<file path="src/rtl/lp_wake_pkg.sv">
package lp_wake_pkg;

  // Register word selects
  localparam logic [2:0] SEL_WAKE_CFG = 3'd0;
  localparam logic [2:0] SEL_TMR_CTL  = 3'd1;
  localparam logic [2:0] SEL_WAKE_CLR = 3'd2;
  localparam logic [2:0] SEL_WDOG_CFG = 3'd3;
  localparam logic [2:0] SEL_WDOG_CLR = 3'd4;

  // Power controller state codes
  localparam logic [2:0] ST_PWRDN  = 3'b000;
  localparam logic [2:0] ST_ACTIVE = 3'b011;
  localparam logic [2:0] ST_SLEEP  = 3'b100;

  // Command bit order inside the control slice
  localparam int CMD_CLR   = 0;
  localparam int CMD_START = 1;
  localparam int CMD_STOP  = 2;
  localparam int CMD_LOAD  = 3;

  typedef struct packed {
    logic wakeCfgWr;
    logic wdogCfgWr;
    logic wakeClr;
    logic wdogClr;
    logic wakeLoad;
    logic wakeRun;
  } strobeT;

endpackage

</file>
<file path="src/rtl/lp_cnt_unit.sv">
module lp_cnt_unit #(
  parameter int W = 31,
  parameter int MIN_THR = 2
) (
  input  logic         clk,
  input  logic         rstN,
  input  logic         en,
  input  logic         clr,
  input  logic         load,
  input  logic [W-1:0] thr,
  output logic [W-1:0] cnt,
  output logic         req
);
  localparam logic [W-1:0] FLOOR = W'(MIN_THR);

  logic [W-1:0] thrEff;
  assign thrEff = (thr < FLOOR) ? FLOOR : thr;

  always_ff @(posedge clk or negedge rstN) begin
    if (!rstN) begin
      cnt <= '0;
      req <= 1'b0;
    end else if (clr) begin
      cnt <= '0;
      req <= 1'b0;
    end else if (load) begin
      cnt <= FLOOR;
    end else if (en && !req) begin
      if (cnt >= thrEff) req <= 1'b1;
      else               cnt <= cnt + W'(1);
    end
  end

  // request is sticky until cleared
  a_r4_sticky_req: assert property (@(posedge clk) disable iff (!rstN)
    req && !clr |=> req);
  // clear zeroes count and request
  a_r6_clear_zero: assert property (@(posedge clk) disable iff (!rstN)
    clr |=> (cnt == '0) && !req);
  // load forces the floor value
  a_r7_load_two: assert property (@(posedge clk) disable iff (!rstN)
    load && !clr |=> cnt == FLOOR);
  // without enable the count holds
  a_r12_hold_disabled: assert property (@(posedge clk) disable iff (!rstN)
    !en && !clr && !load |=> $stable(cnt));
  // count holds once the request has risen
  a_r4_hold_at_match: assert property (@(posedge clk) disable iff (!rstN)
    $rose(req) |-> $stable(cnt));
endmodule

</file>
<file path="src/rtl/lp_wake_ctrl.sv">
module lp_wake_ctrl
  import lp_wake_pkg::*;
#(
  parameter int STATE_W = 3,
  parameter int SEL_W = 3,
  parameter int CMD_W = 4
) (
  input  logic               clk,
  input  logic               rstN,
  input  logic [STATE_W-1:0] pwrState,
  input  logic               wrEn,
  input  logic [SEL_W-1:0]   wrSel,
  input  logic [CMD_W-1:0]   cmdBits,
  output strobeT             stb
);
  logic [STATE_W-1:0] prevState;
  logic runQ;
  logic pdEntry, startCmd, stopCmd, ctlWr;

  assign ctlWr    = wrEn && (wrSel == SEL_TMR_CTL);
  assign startCmd = ctlWr && cmdBits[CMD_START];
  assign stopCmd  = ctlWr && cmdBits[CMD_STOP];
  assign pdEntry  = (prevState == ST_ACTIVE) && (pwrState == ST_PWRDN);

  always_comb begin
    stb.wakeCfgWr = wrEn && (wrSel == SEL_WAKE_CFG);
    stb.wdogCfgWr = wrEn && (wrSel == SEL_WDOG_CFG);
    stb.wakeClr   = wrEn && (wrSel == SEL_WAKE_CLR) && cmdBits[CMD_CLR];
    stb.wdogClr   = wrEn && (wrSel == SEL_WDOG_CLR) && cmdBits[CMD_CLR];
    stb.wakeLoad  = ctlWr && cmdBits[CMD_LOAD];
    stb.wakeRun   = runQ;
  end

  always_ff @(posedge clk or negedge rstN) begin
    if (!rstN) begin
      prevState <= ST_SLEEP;
      runQ      <= 1'b0;
    end else begin
      prevState <= pwrState;
      if (stopCmd)                 runQ <= 1'b0;
      else if (startCmd || pdEntry) runQ <= 1'b1;
    end
  end

  // a stop command always disarms
  a_r8_stop_wins: assert property (@(posedge clk) disable iff (!rstN)
    stopCmd |=> !stb.wakeRun);
  // an active-to-down edge arms the timer
  a_r2_entry_arms: assert property (@(posedge clk) disable iff (!rstN)
    pdEntry && !stopCmd |=> stb.wakeRun);
  // arming only happens on an entry or a start
  a_r3_no_spurious_arm: assert property (@(posedge clk) disable iff (!rstN)
    !pdEntry && !startCmd && !stb.wakeRun |=> !stb.wakeRun);
endmodule

</file>
<file path="src/rtl/lp_wake_dp.sv">
module lp_wake_dp
  import lp_wake_pkg::*;
#(
  parameter int DATA_W = 32,
  parameter int WAKE_W = 31,
  parameter int WDOG_W = 23,
  parameter int WDOG_LSB = 8,
  parameter int WDOG_THR_RST = 'hEA6
) (
  input  logic              clk,
  input  logic              rstN,
  input  strobeT            stb,
  input  logic [DATA_W-1:0] wrData,
  output logic              wakeReq,
  output logic              wdogReq,
  output logic [WAKE_W-1:0] wakeCount,
  output logic [WDOG_W-1:0] wdogCount
);
  localparam int EN_BIT = DATA_W - 1;
  localparam int WDOG_MSB = WDOG_LSB + WDOG_W - 1;

  logic              wakeEn, wdogEn;
  logic [WAKE_W-1:0] wakeThr;
  logic [WDOG_W-1:0] wdogThr;

  always_ff @(posedge clk or negedge rstN) begin
    if (!rstN) begin
      wakeEn  <= 1'b0;
      wakeThr <= '0;
      wdogEn  <= 1'b1;
      wdogThr <= WDOG_W'(WDOG_THR_RST);
    end else begin
      if (stb.wakeCfgWr) begin
        wakeEn  <= wrData[EN_BIT];
        wakeThr <= wrData[WAKE_W-1:0];
      end
      if (stb.wdogCfgWr) begin
        wdogEn  <= wrData[EN_BIT];
        wdogThr <= wrData[WDOG_MSB:WDOG_LSB];
      end
    end
  end

  lp_cnt_unit #(.W(WAKE_W)) uWake (
    .clk(clk), .rstN(rstN),
    .en(stb.wakeRun && wakeEn),
    .clr(stb.wakeClr), .load(stb.wakeLoad),
    .thr(wakeThr), .cnt(wakeCount), .req(wakeReq)
  );

  lp_cnt_unit #(.W(WDOG_W)) uWdog (
    .clk(clk), .rstN(rstN),
    .en(wdogEn),
    .clr(stb.wdogClr), .load(1'b0),
    .thr(wdogThr), .cnt(wdogCount), .req(wdogReq)
  );

  // watchdog counts from reset by default
  a_r9_wdog_runs: assert property (@(posedge clk) disable iff (!rstN)
    wdogEn && !wdogReq && !stb.wdogClr && (wdogCount < wdogThr) |=> wdogCount == $past(wdogCount) + WDOG_W'(1));
endmodule

</file>
<file path="src/rtl/lp_wake_timer.sv">
module lp_wake_timer
  import lp_wake_pkg::*;
#(
  parameter int DATA_W = 32,
  parameter int STATE_W = 3,
  parameter int SEL_W = 3,
  parameter int WDOG_W = 23,
  parameter int WDOG_LSB = 8,
  parameter int WDOG_THR_RST = 'hEA6,
  parameter int LOAD_BIT = 16,
  parameter int STOP_BIT = 3,
  parameter int START_BIT = 2,
  parameter int CLR_BIT = 0,
  localparam int WAKE_W = DATA_W - 1
) (
  input  logic               clk,
  input  logic               rstN,
  input  logic [STATE_W-1:0] pwrState,
  input  logic               wrEn,
  input  logic [SEL_W-1:0]   wrSel,
  input  logic [DATA_W-1:0]  wrData,
  output logic               wakeReq,
  output logic               wdogReq,
  output logic [WAKE_W-1:0]  wakeCount,
  output logic [WDOG_W-1:0]  wdogCount
);
  strobeT stb;
  logic [3:0] cmdBits;

  assign cmdBits = {wrData[LOAD_BIT], wrData[STOP_BIT], wrData[START_BIT], wrData[CLR_BIT]};

  lp_wake_ctrl #(.STATE_W(STATE_W), .SEL_W(SEL_W), .CMD_W(4)) uCtrl (
    .clk(clk), .rstN(rstN), .pwrState(pwrState),
    .wrEn(wrEn), .wrSel(wrSel), .cmdBits(cmdBits), .stb(stb)
  );

  lp_wake_dp #(
    .DATA_W(DATA_W), .WAKE_W(WAKE_W), .WDOG_W(WDOG_W),
    .WDOG_LSB(WDOG_LSB), .WDOG_THR_RST(WDOG_THR_RST)
  ) uDp (
    .clk(clk), .rstN(rstN), .stb(stb), .wrData(wrData),
    .wakeReq(wakeReq), .wdogReq(wdogReq),
    .wakeCount(wakeCount), .wdogCount(wdogCount)
  );
endmodule

</file>
<file path="config.mk">
export PLATFORM = sky130hd
export DESIGN_NAME = lp_wake_timer
export DESIGN_NICKNAME = d
export VERILOG_FILES = /design/src/rtl/lp_wake_pkg.sv /design/src/rtl/lp_cnt_unit.sv /design/src/rtl/lp_wake_ctrl.sv /design/src/rtl/lp_wake_dp.sv /design/src/rtl/lp_wake_timer.sv
export SDC_FILE = /design/constraint.sdc
export NUM_CORES = 1
export LEC_CHECK = 0
export BUFFER_PORTS_ARGS = -buffer_cell sky130_fd_sc_hd__buf_2
export CAP_MARGIN = 0
export CORE_ASPECT_RATIO = 1.75
export CORE_MARGIN = 4
export CORE_UTILIZATION = 58
export DETAILED_ROUTE_END_ITERATION = 10
export PLACE_DENSITY = 0.92
export SLEW_MARGIN = 40
export SYNTH_ARGS = -nofsm -noshare
export SYNTH_HDL_FRONTEND = slang
export SYNTH_SLANG_ARGS = --single-unit
</file>
<file path="constraint.sdc">
create_clock -name clk -period 4.2 [get_ports clk]
set_input_delay 0.84 -clock clk [delete_from_list [all_inputs] [get_ports clk]]
set_output_delay 0.84 -clock clk [all_outputs]
set_load 0.05 [all_outputs]
</file>
==> metrics.cfg, run 1 <==
[clock_tree]
cts_resized = 0
cts_tree = done
numCtsBuffers = 17
clkSinkCount = 116
insertion_delay_ns = 0.42
cts_root_buf = clkbuf_16
hold_buffers = 0
cts-htree-levels = 4
clk_pin_slew_ns = 0.06
clock_path_buffers = 2
cts_setup_buffers = 0

[yosys]
synth_nets = 809
synth_seq_area_share_pct = 43.7
yosys.area.top_type = dfrtp_1
yosysTopAreaCellShare_pct = 40.2
synth-seq-cells = 116
synthTopCellsByCount = dfrtp_1 (107), a21oi_1 (68), o21ai_0 (65)
synth_cell_types = 45
avgSynthCellArea_um2 = 9.36
yosysWarnings = 0
syn_area_mm2 = 0.00667
synth_flop_cell = dfrtp_1
synth_most_common_cell = dfrtp_1
synth.area.top_cells = dfrtp_1 (40%), ha_1 (11%), a21oi_1 (5.1%), o21ai_0 (4.9%), mux2_2 (4.6%)
async_flop_share_pct = 100
synth_edf_count = 0
synthCells = 712

[outcome]
status = finished, final reports clean

[sta]
fin_ws_ns = 0.424
slew_viol_final = 0
rsz0062_at_grt = no
finalCritPeriodShare_pct = 89.9
finalSetupViolations = 0
tightestPinTransition_ns = 0.655
fin_crit_ns = 3.78
clock_skew_ns = 0.0113
setup_tns_ns = 0
hold_viol_final = 0
fmax_mhz = 265
slew_headroom_pct = 56.1

[worst_setup_path]
timing.critical_path.mode_cell = nor4_1
crit_arrival_ns = 4.12
r2r-end = uDp.uWdog.cnt[16]
r2r_start = uDp.wdogThr[20]
critPathRequiredTime_ns = 4.54
worst-path-buf-inv = 0
r2r_slack_ns = 0.42
cp_cell_sequence = nor4_1 > nand4_1 > nor4_1 > nor2b_1 > ha_1 > nand2b_1 > a211oi_2 > nor3_1 > o211a_1 > or3_4 > or4_1 > a21oi_1
critPathSlowestCell = or4_1
startpoint = uDp.wdogThr[20]
cp_max_fo = 41
slowest_delay_ns = 0.57
ff2ff_path_depth = 12
start_kind = flip-flop
path_class = flip-flop to flip-flop
crit_family = simple AND/OR/NAND/NOR gates
critPathCaptureType = flip-flop

[global_routing]
grt.total_usage_pct = 30.0
grt_pass1_vias = 6252
overflow = 0
grt_max_degree = 117
grt_pass1_wl_um = 31000
grt_antenna_before_repair = 0

[placement]
place_congestion = 0.873
hpwl_um = 12900
post-place-ws_ns = 0.494
port_buffers = 96

[finish]
antenna_cells = 0
layout-drive-gt1-share_pct = 21.6
fill_cells = 754
final_nets = 900
multi_input_area_mm2 = 0.00342
layout-area-overhead-vs-synth_pct = 19.1
seqCellArea_mm2 = 0.00291

[detailed_routing]
drc = 0
drt-initial-drc-count = 518
wl_um = 19300
via_per_inst = 6.65
wire_per_inst_um = 20.3
dr_total_vias = 6300
ant_nets = 0
dr.pass1.iters = 6

[die]
floorplan.initialDensity_pct = 59.7
die_area_mm2 = 0.0133
die_w_um = 89.1
die_y_um = 150
core_mm2 = 0.0112
num_rows = 51
pin_count = 97

[worst_hold_path]
hold_class = input port to asynchronous set/reset pin

[power_and_ir_drop]
power_density_mw_per_mm2 = 581
max-vdd-ir-drop_mv = 0.560
power.total_w = 0.00461
p_leak_nw = 3.71

[job]
max_cap_viol_count = 0

-- final cells by class --
cell class	count	area share (%)
repair buffers	102	6.97
flip-flops and latches	116	36.7
well taps	132	2.08
clock inverters	12	2.54
multi-input cells	508	43.1
clock buffers	20	5.88
inverters	58	2.74
-- power by group --
part	internal, W	switching (W)
Clock	0.00110	0.000520
Combinational	0.000449	0.000933
Sequential	0.00135	0.000264
Total	0.00290	0.00172
-- layer usage --
metal	track usage, %	vias up	wire length, µm
li1	-	2802	-
met1	33.7	3050	6780
met2	51.5	346	10200
met3	5.62	102	1180
met4	17.7	0	1120
met5	0	-	0
-- sequential cells by signal, indices dropped and copies added, names as in the netlist --
| name | count |
|---|---|
| uCtrl.runQ | 1 |
| uDp.wdogEn | 1 |
| uDp.wakeEn | 1 |
| uDp.uWake.req | 1 |
| uCtrl.prevState | 3 |
| uDp.uWdog.req | 1 |
| uDp.uWdog.cnt | 23 |
| uDp.wakeThr | 31 |
| uDp.wdogThr | 23 |
| uDp.uWake.cnt | 31 |
-- cells in the final DEF (no fill, tap or decap), types with 4 or more instances in the layout --
cell type     n
a21oi_1      68
or4_1        23
o31ai_1      23
ha_1         56
dfrtp_1     107
nor2b_1       4
nor4_1       16
nand2_1      60
nand4_1      31
nor3_1        5
nor2_1       17
dfstp_2       9
and2_1        9
and4_1        7
a21o_1        7
nand3_1      21
clkinvlp_4    5
bufinv_16     5
or3_1        28
clkbuf_16    17
o21ai_0      65
inv_1        58
buf_4         5
and3_1        9
mux2_2       27
buf_2        95
-- worst max path at each step --
stage                              to  slack [ns]  cells past startpoint
floorplan           uDp.uWdog.cnt[18]        1.05                     13
global placement    uDp.uWdog.cnt[22]        0.63                     12
detailed placement  uDp.uWdog.cnt[20]        0.49                     12
CTS                 uDp.uWdog.cnt[16]        0.44                     12
global route        uDp.uWdog.cnt[21]        0.21                     12
finish              uDp.uWdog.cnt[16]        0.42                     12
-- cell families (layout without fill, tap and decap cells) --
logic type	Yosys count	in the layout	synth area share [%]
fa+ha+maj	56	56	10.5
compound gates	178	178	15.3
simple gates	242	242	20.1
xor+xnor	3	3	0.394
flops	116	116	43.7
buf+inv	88	192	5.16
mux	29	29	4.86
-- through the flow --
step                hold WS, ns  util [%]  area [µm²]  instances
floorplan                 0.471         -        6670        712
global placement          0.489      65.1        7270        916
detailed placement        0.495      65.1        7270        916
CTS                       0.507      71.1        7940        948
global route              0.515      71.1        7940        948
finish                    0.459      71.1        7940        948
(Power assumes the default switching activity.)
==> run 2, diff against run 1 <==
- CORE_UTILIZATION: 58 -> 55
- PLACE_DENSITY: 0.92 -> 0.88
- SETUP_SLACK_MARGIN: unset -> 0.2
==> run 2 against run 1 <==
Against the previous run: via count down 4.0%; first-iteration DRC count shrank 33%; sequential cell count unchanged; sequential share of layout area up 0.39 points; setup slack gained 0.014 ns; final cell count is 0.84% higher; register-to-register slack barely moved; combinational power fell by 4%; sequential power about the same; largest power group is now sequential cells; highest routed layer unchanged.
==> metrics.cfg, run 2 (synthesis results as in run 1) <==
[outcome]
status = finished, final reports clean

[power_and_ir_drop]
power.total_w = 0.00433
max-vdd-ir-drop_mv = 0.358
power_density_mw_per_mm2 = 551
p_leak_nw = 3.68

[global_routing]
grt.total_usage_pct = 26.4
grt_max_degree = 67
grt_antenna_before_repair = 0
overflow = 0
grt_pass1_vias = 6031
grt_pass1_wl_um = 29200

[clock_tree]
cts_resized = 0
cts-htree-levels = 4
cts_tree = done
clock_path_buffers = 2
insertion_delay_ns = 0.41
clk_pin_slew_ns = 0.05
numCtsBuffers = 17
clkSinkCount = 116
cts_root_buf = clkbuf_16
hold_buffers = 0
cts_setup_buffers = 0

[sta]
clock_skew_ns = 0.00940
hold_viol_final = 0
rsz0062_at_grt = no
fin_crit_ns = 3.76
fmax_mhz = 266
finalSetupViolations = 0
slew_viol_final = 0
tightestPinTransition_ns = 0.594
slew_headroom_pct = 60.4
fin_ws_ns = 0.438
finalCritPeriodShare_pct = 89.6
setup_tns_ns = 0

[placement]
hpwl_um = 13000
post-place-ws_ns = 0.599
port_buffers = 96
place_congestion = 0.907

[finish]
final_common_cell = dfrtp_1
final_nets = 903
layout-area-overhead-vs-synth_pct = 17.8
layout_common_cells = dfrtp_1 (107), buf_2 (95), a21oi_1 (68)
layout-drive-gt1-share_pct = 21.0
top_regs = uDp.uWake.cnt: 31 flops, uDp.wakeThr: 31 flops
antenna_cells = 0

[worst_setup_path]
cp_cell_sequence = nor4_2 > nand4_1 > nor4_1 > nor2b_1 > ha_1 > nand2b_1 > a211oi_2 > nor3_1 > o211a_1 > or3_4 > or4_1 > a21oi_1
path_class = flip-flop to flip-flop
critPathSlowestCell = or4_1
critPathCaptureType = flip-flop
crit_family = simple AND/OR/NAND/NOR gates
critPathRequiredTime_ns = 4.52
worst-path-buf-inv = 0
slowest_delay_ns = 0.56
cp_max_fo = 41
r2r_slack_ns = 0.44
start_kind = flip-flop
crit_arrival_ns = 4.08

[die]
die_w_um = 91.2
floorplan.initialDensity_pct = 55.9
die_area_mm2 = 0.0140
core_mm2 = 0.0119
num_rows = 53
die_y_um = 154
pin_count = 97

[detailed_routing]
via_per_inst = 6.32
dr.pass1.iters = 5
dr_total_vias = 6046
wl_um = 18100
wire_per_inst_um = 18.9
ant_nets = 0
drc = 0
drt-initial-drc-count = 345

[worst_hold_path]
hold_class = input port to asynchronous set/reset pin

[job]
max_cap_viol_count = 0

-- run 2: cell count changes in the layout (fill, tap and decap cells not counted), sizes merged --
cell | previous run | this run
buf | 102 | 105
bufinv | 5 | 2
clkbuf | 20 | 27
clkinv | 2 | 3
clkinvlp | 5 | 0
-- run 2: cell type report --
| type | count | area, µm² |
|---|---|---|
| clock buffer | 27 | 493 |
| clock inverter | 5 | 75.1 |
| fill | 945 | 4080 |
| inverter | 58 | 218 |
| multi-input combinational | 508 | 3430 |
| sequential | 116 | 2910 |
| tap | 137 | 171 |
| timing repair buffer | 105 | 554 |
-- run 2: layer usage --
layer	track usage (%)	vias to the layer above	wire, µm
met4	15.7	0	976
met1	28.5	2978	6630
met3	4.70	61	734
li1	-	2812	-
met2	47.4	195	9730
met5	0	-	0
-- run 2: final timing paths --
check,cells past startpoint,startpoint,to
max,12,uDp.wdogThr[20],uDp.uWdog.cnt[14]
max in group asynchronous,2,rstN,uDp.wdogEn
max reg2reg,12,uDp.wdogThr[20],uDp.uWdog.cnt[14]
min reg2reg,1,uDp.wdogThr[16],uDp.wdogThr[16]
min,1,rstN,uDp.uWdog.cnt[5]
min in group clk,1,uDp.wdogThr[16],uDp.wdogThr[16]
-- run 2: per-stage QoR --
step           instance area, µm²  utilization [%]  std cells  hold slack (ns)
6_report                     7860             65.8        956            0.428
3_3_place_gp                 7270             60.9        924            0.487
5_1_grt                      7860             65.8        956            0.466
3_5_place_dp                 7270             60.9        924            0.493
2_1_floorplan                6670                -        712            0.471
4_1_cts                      7840             65.7        956            0.504
-- run 2: power by group --
group / switching (W) / leakage (nW) / internal (W)
Sequential: 0.000262 / 1.45 / 0.00135
Combinational: 0.000889 / 1.95 / 0.000435
Clock: 0.000480 / 0.279 / 0.000917
Total: 0.00163 / 3.68 / 0.00270
-- run 2: worst reg2reg max path, delay by kind of cell, from the launching register on --
family | cells | cell delay, ns
AND/OR/NAND/NOR | 8 | 2.31
AO/OA/AOI/OAI | 3 | 0.65
flip-flops | 1 | 0.43
adder cells (fa/ha/maj) | 1 | 0.29
==> run 3, diff against run 2 <==
- CELL_PAD_IN_SITES_DETAIL_PLACEMENT: unset -> 2
- CELL_PAD_IN_SITES_GLOBAL_PLACEMENT: unset -> 2
- CORE_UTILIZATION: 55 -> 36
- PLACE_DENSITY: 0.88 -> 0.92
==> run 3 against run 2 <==
Against the previous run: final area is 2.9% higher; final cell count is 9.8% higher; combinational power is 15% higher; sequential power is 3% higher; count of clock-buffer cells in the layout is 4 lower; critical path type unchanged; core utilization is 21 points lower; highest routed layer unchanged; register-to-register slack worse by 0.02 ns; global-route usage is 0.79 points higher; clock skew is 0.00081 ns higher; sequential cell count stayed put.
==> metrics.cfg, run 3 (synthesis results as in run 1) <==
[global_routing]
grt_pass1_wl_um = 43700
grt_antenna_before_repair = 0
grt_pass1_vias = 7264
overflow = 0
grt_max_degree = 67
grt.total_usage_pct = 27.2

[finish]
multi_input_area_mm2 = 0.00347
fin_cells = 1050
antenna_cells = 0
layout-drive-gt1-share_pct = 21.6
layout_common_cells = dfrtp_1 (107), buf_2 (95), a21oi_1 (68)
fill_cells = 1982
layout-area-overhead-vs-synth_pct = 21.3
seqCellArea_mm2 = 0.00291
final_nets = 901
final_common_cell = dfrtp_1
final_area_mm2 = 0.00809
top_regs = uDp.uWake.cnt: 31 flops, uDp.wakeThr: 31 flops

[sta]
fin_crit_ns = 3.79
rsz0062_at_grt = yes
setup_tns_ns = 0
fin_ws_ns = 0.414
slew_headroom_pct = 51.3
hold_viol_final = 0
slew_viol_final = 0
clock_skew_ns = 0.0102
finalSetupViolations = 0
fmax_mhz = 264
finalCritPeriodShare_pct = 90.1
tightestPinTransition_ns = 0.729

[detailed_routing]
wl_met1_um = 10000
wl_um = 28000
drt-initial-drc-count = 464
dr.pass1.iters = 4
via_per_inst = 6.09
top_layer_used = met4
dr_total_vias = 6394
met3WireLength_um = 950
wire_per_inst_um = 26.7
drc = 0
ant_nets = 0
wl_met2_um = 15600

[worst_setup_path]
crit_arrival_ns = 4.08
path_depth = 12
critPathSlowestCell = or3_2
ff2ff_path_depth = 12
crit_family = simple AND/OR/NAND/NOR gates
critPathCaptureType = flip-flop
cp_cell_sequence = nor4_1 > nand4_1 > nor4_4 > nor2b_1 > ha_1 > nand2b_1 > a211oi_2 > nor3_1 > o211a_1 > or3_2 > o31ai_1 > a21oi_1
slowest_delay_ns = 0.73
worst-path-buf-inv = 0
cp_max_fo = 20
path_class = flip-flop to flip-flop
start_kind = flip-flop
critPathRequiredTime_ns = 4.49

[clock_tree]
hold_buffers = 0
clkSinkCount = 116
cts-htree-levels = 4
cts_setup_buffers = 0
clock_path_buffers = 2
cts_tree = done
insertion_delay_ns = 0.44
clk_pin_slew_ns = 0.06
numCtsBuffers = 17
cts_root_buf = clkbuf_16

[power_and_ir_drop]
power_density_mw_per_mm2 = 596
max-vdd-ir-drop_mv = 0.305
p_leak_nw = 3.72
power.total_w = 0.00482

[outcome]
status = finished, final reports clean

[placement]
place_inst = 1018
hpwl_um = 17900
post_dp_cell_area_mm2 = 0.00741
place_congestion = 0.804
port_buffers = 96
post-place-ws_ns = 0.287

[die]
num_rows = 65
floorplan.initialDensity_pct = 36.8
core_mm2 = 0.0181
die_w_um = 111
die_area_mm2 = 0.0208
pin_count = 97
die_y_um = 188

[job]
max_cap_viol_count = 0

[worst_hold_path]
hold_class = input port to asynchronous set/reset pin

[run 3: layout make-up]
| type | instances | share of cell area (%) |
|---|---|---|
| Sequential cell | 116 | 36.0 |
| Clock inverter | 8 | 1.83 |
| Timing Repair Buffer | 102 | 6.89 |
| Multi-Input combinational cell | 509 | 42.9 |
| Clock buffer | 23 | 6.03 |
| Tap cell | 234 | 3.62 |
| Inverter | 58 | 2.69 |
[run 3: stage by stage]
stage | hold WS, ns | util, %
after floorplan | 0.471 | -
after detailed placement | 0.506 | 40.8
after global placement | 0.492 | 40.8
after global routing | 0.475 | 44.6
after CTS | 0.446 | 44.4
final | 0.425 | 44.6
[run 3: repair_timing]
action,4_1_cts,5_1_grt
endpoints found under the setup margin,13,13
resized for setup,2,3
gates cloned,0,1
pin swaps,0,1
[run 3: per-layer routing]
layer / vias to the layer above / track usage, %
met3: 87 / 5.04
met4: 0 / 15.2
met5: - / 0
li1: 2803 / -
met2: 181 / 51.0
met1: 3323 / 27.8
[run 3: power by group]
group	leakage (nW)	switching [W]	total [W]	internal, W
registers	1.45	0.000314	0.00166	0.00135
clock network	0.313	0.000586	0.00164	0.00105
logic	1.96	0.00105	0.00152	0.000470
[run 3: final timing paths]
check / slack, ns / start / end
worst max-delay path: 0.41 / uDp.wdogThr[4] / uDp.uWdog.cnt[7]
worst min register to register: 0.52 / uDp.wakeEn / uDp.wakeEn
max in group asynchronous: 3.00 / rstN / uDp.wdogThr[2]
worst min-delay path: 0.43 / rstN / uDp.wakeThr[12]
min in group clk: 0.51 / pwrState[2] / uCtrl.prevState[2]
worst max register to register: 0.41 / uDp.wdogThr[4] / uDp.uWdog.cnt[7]
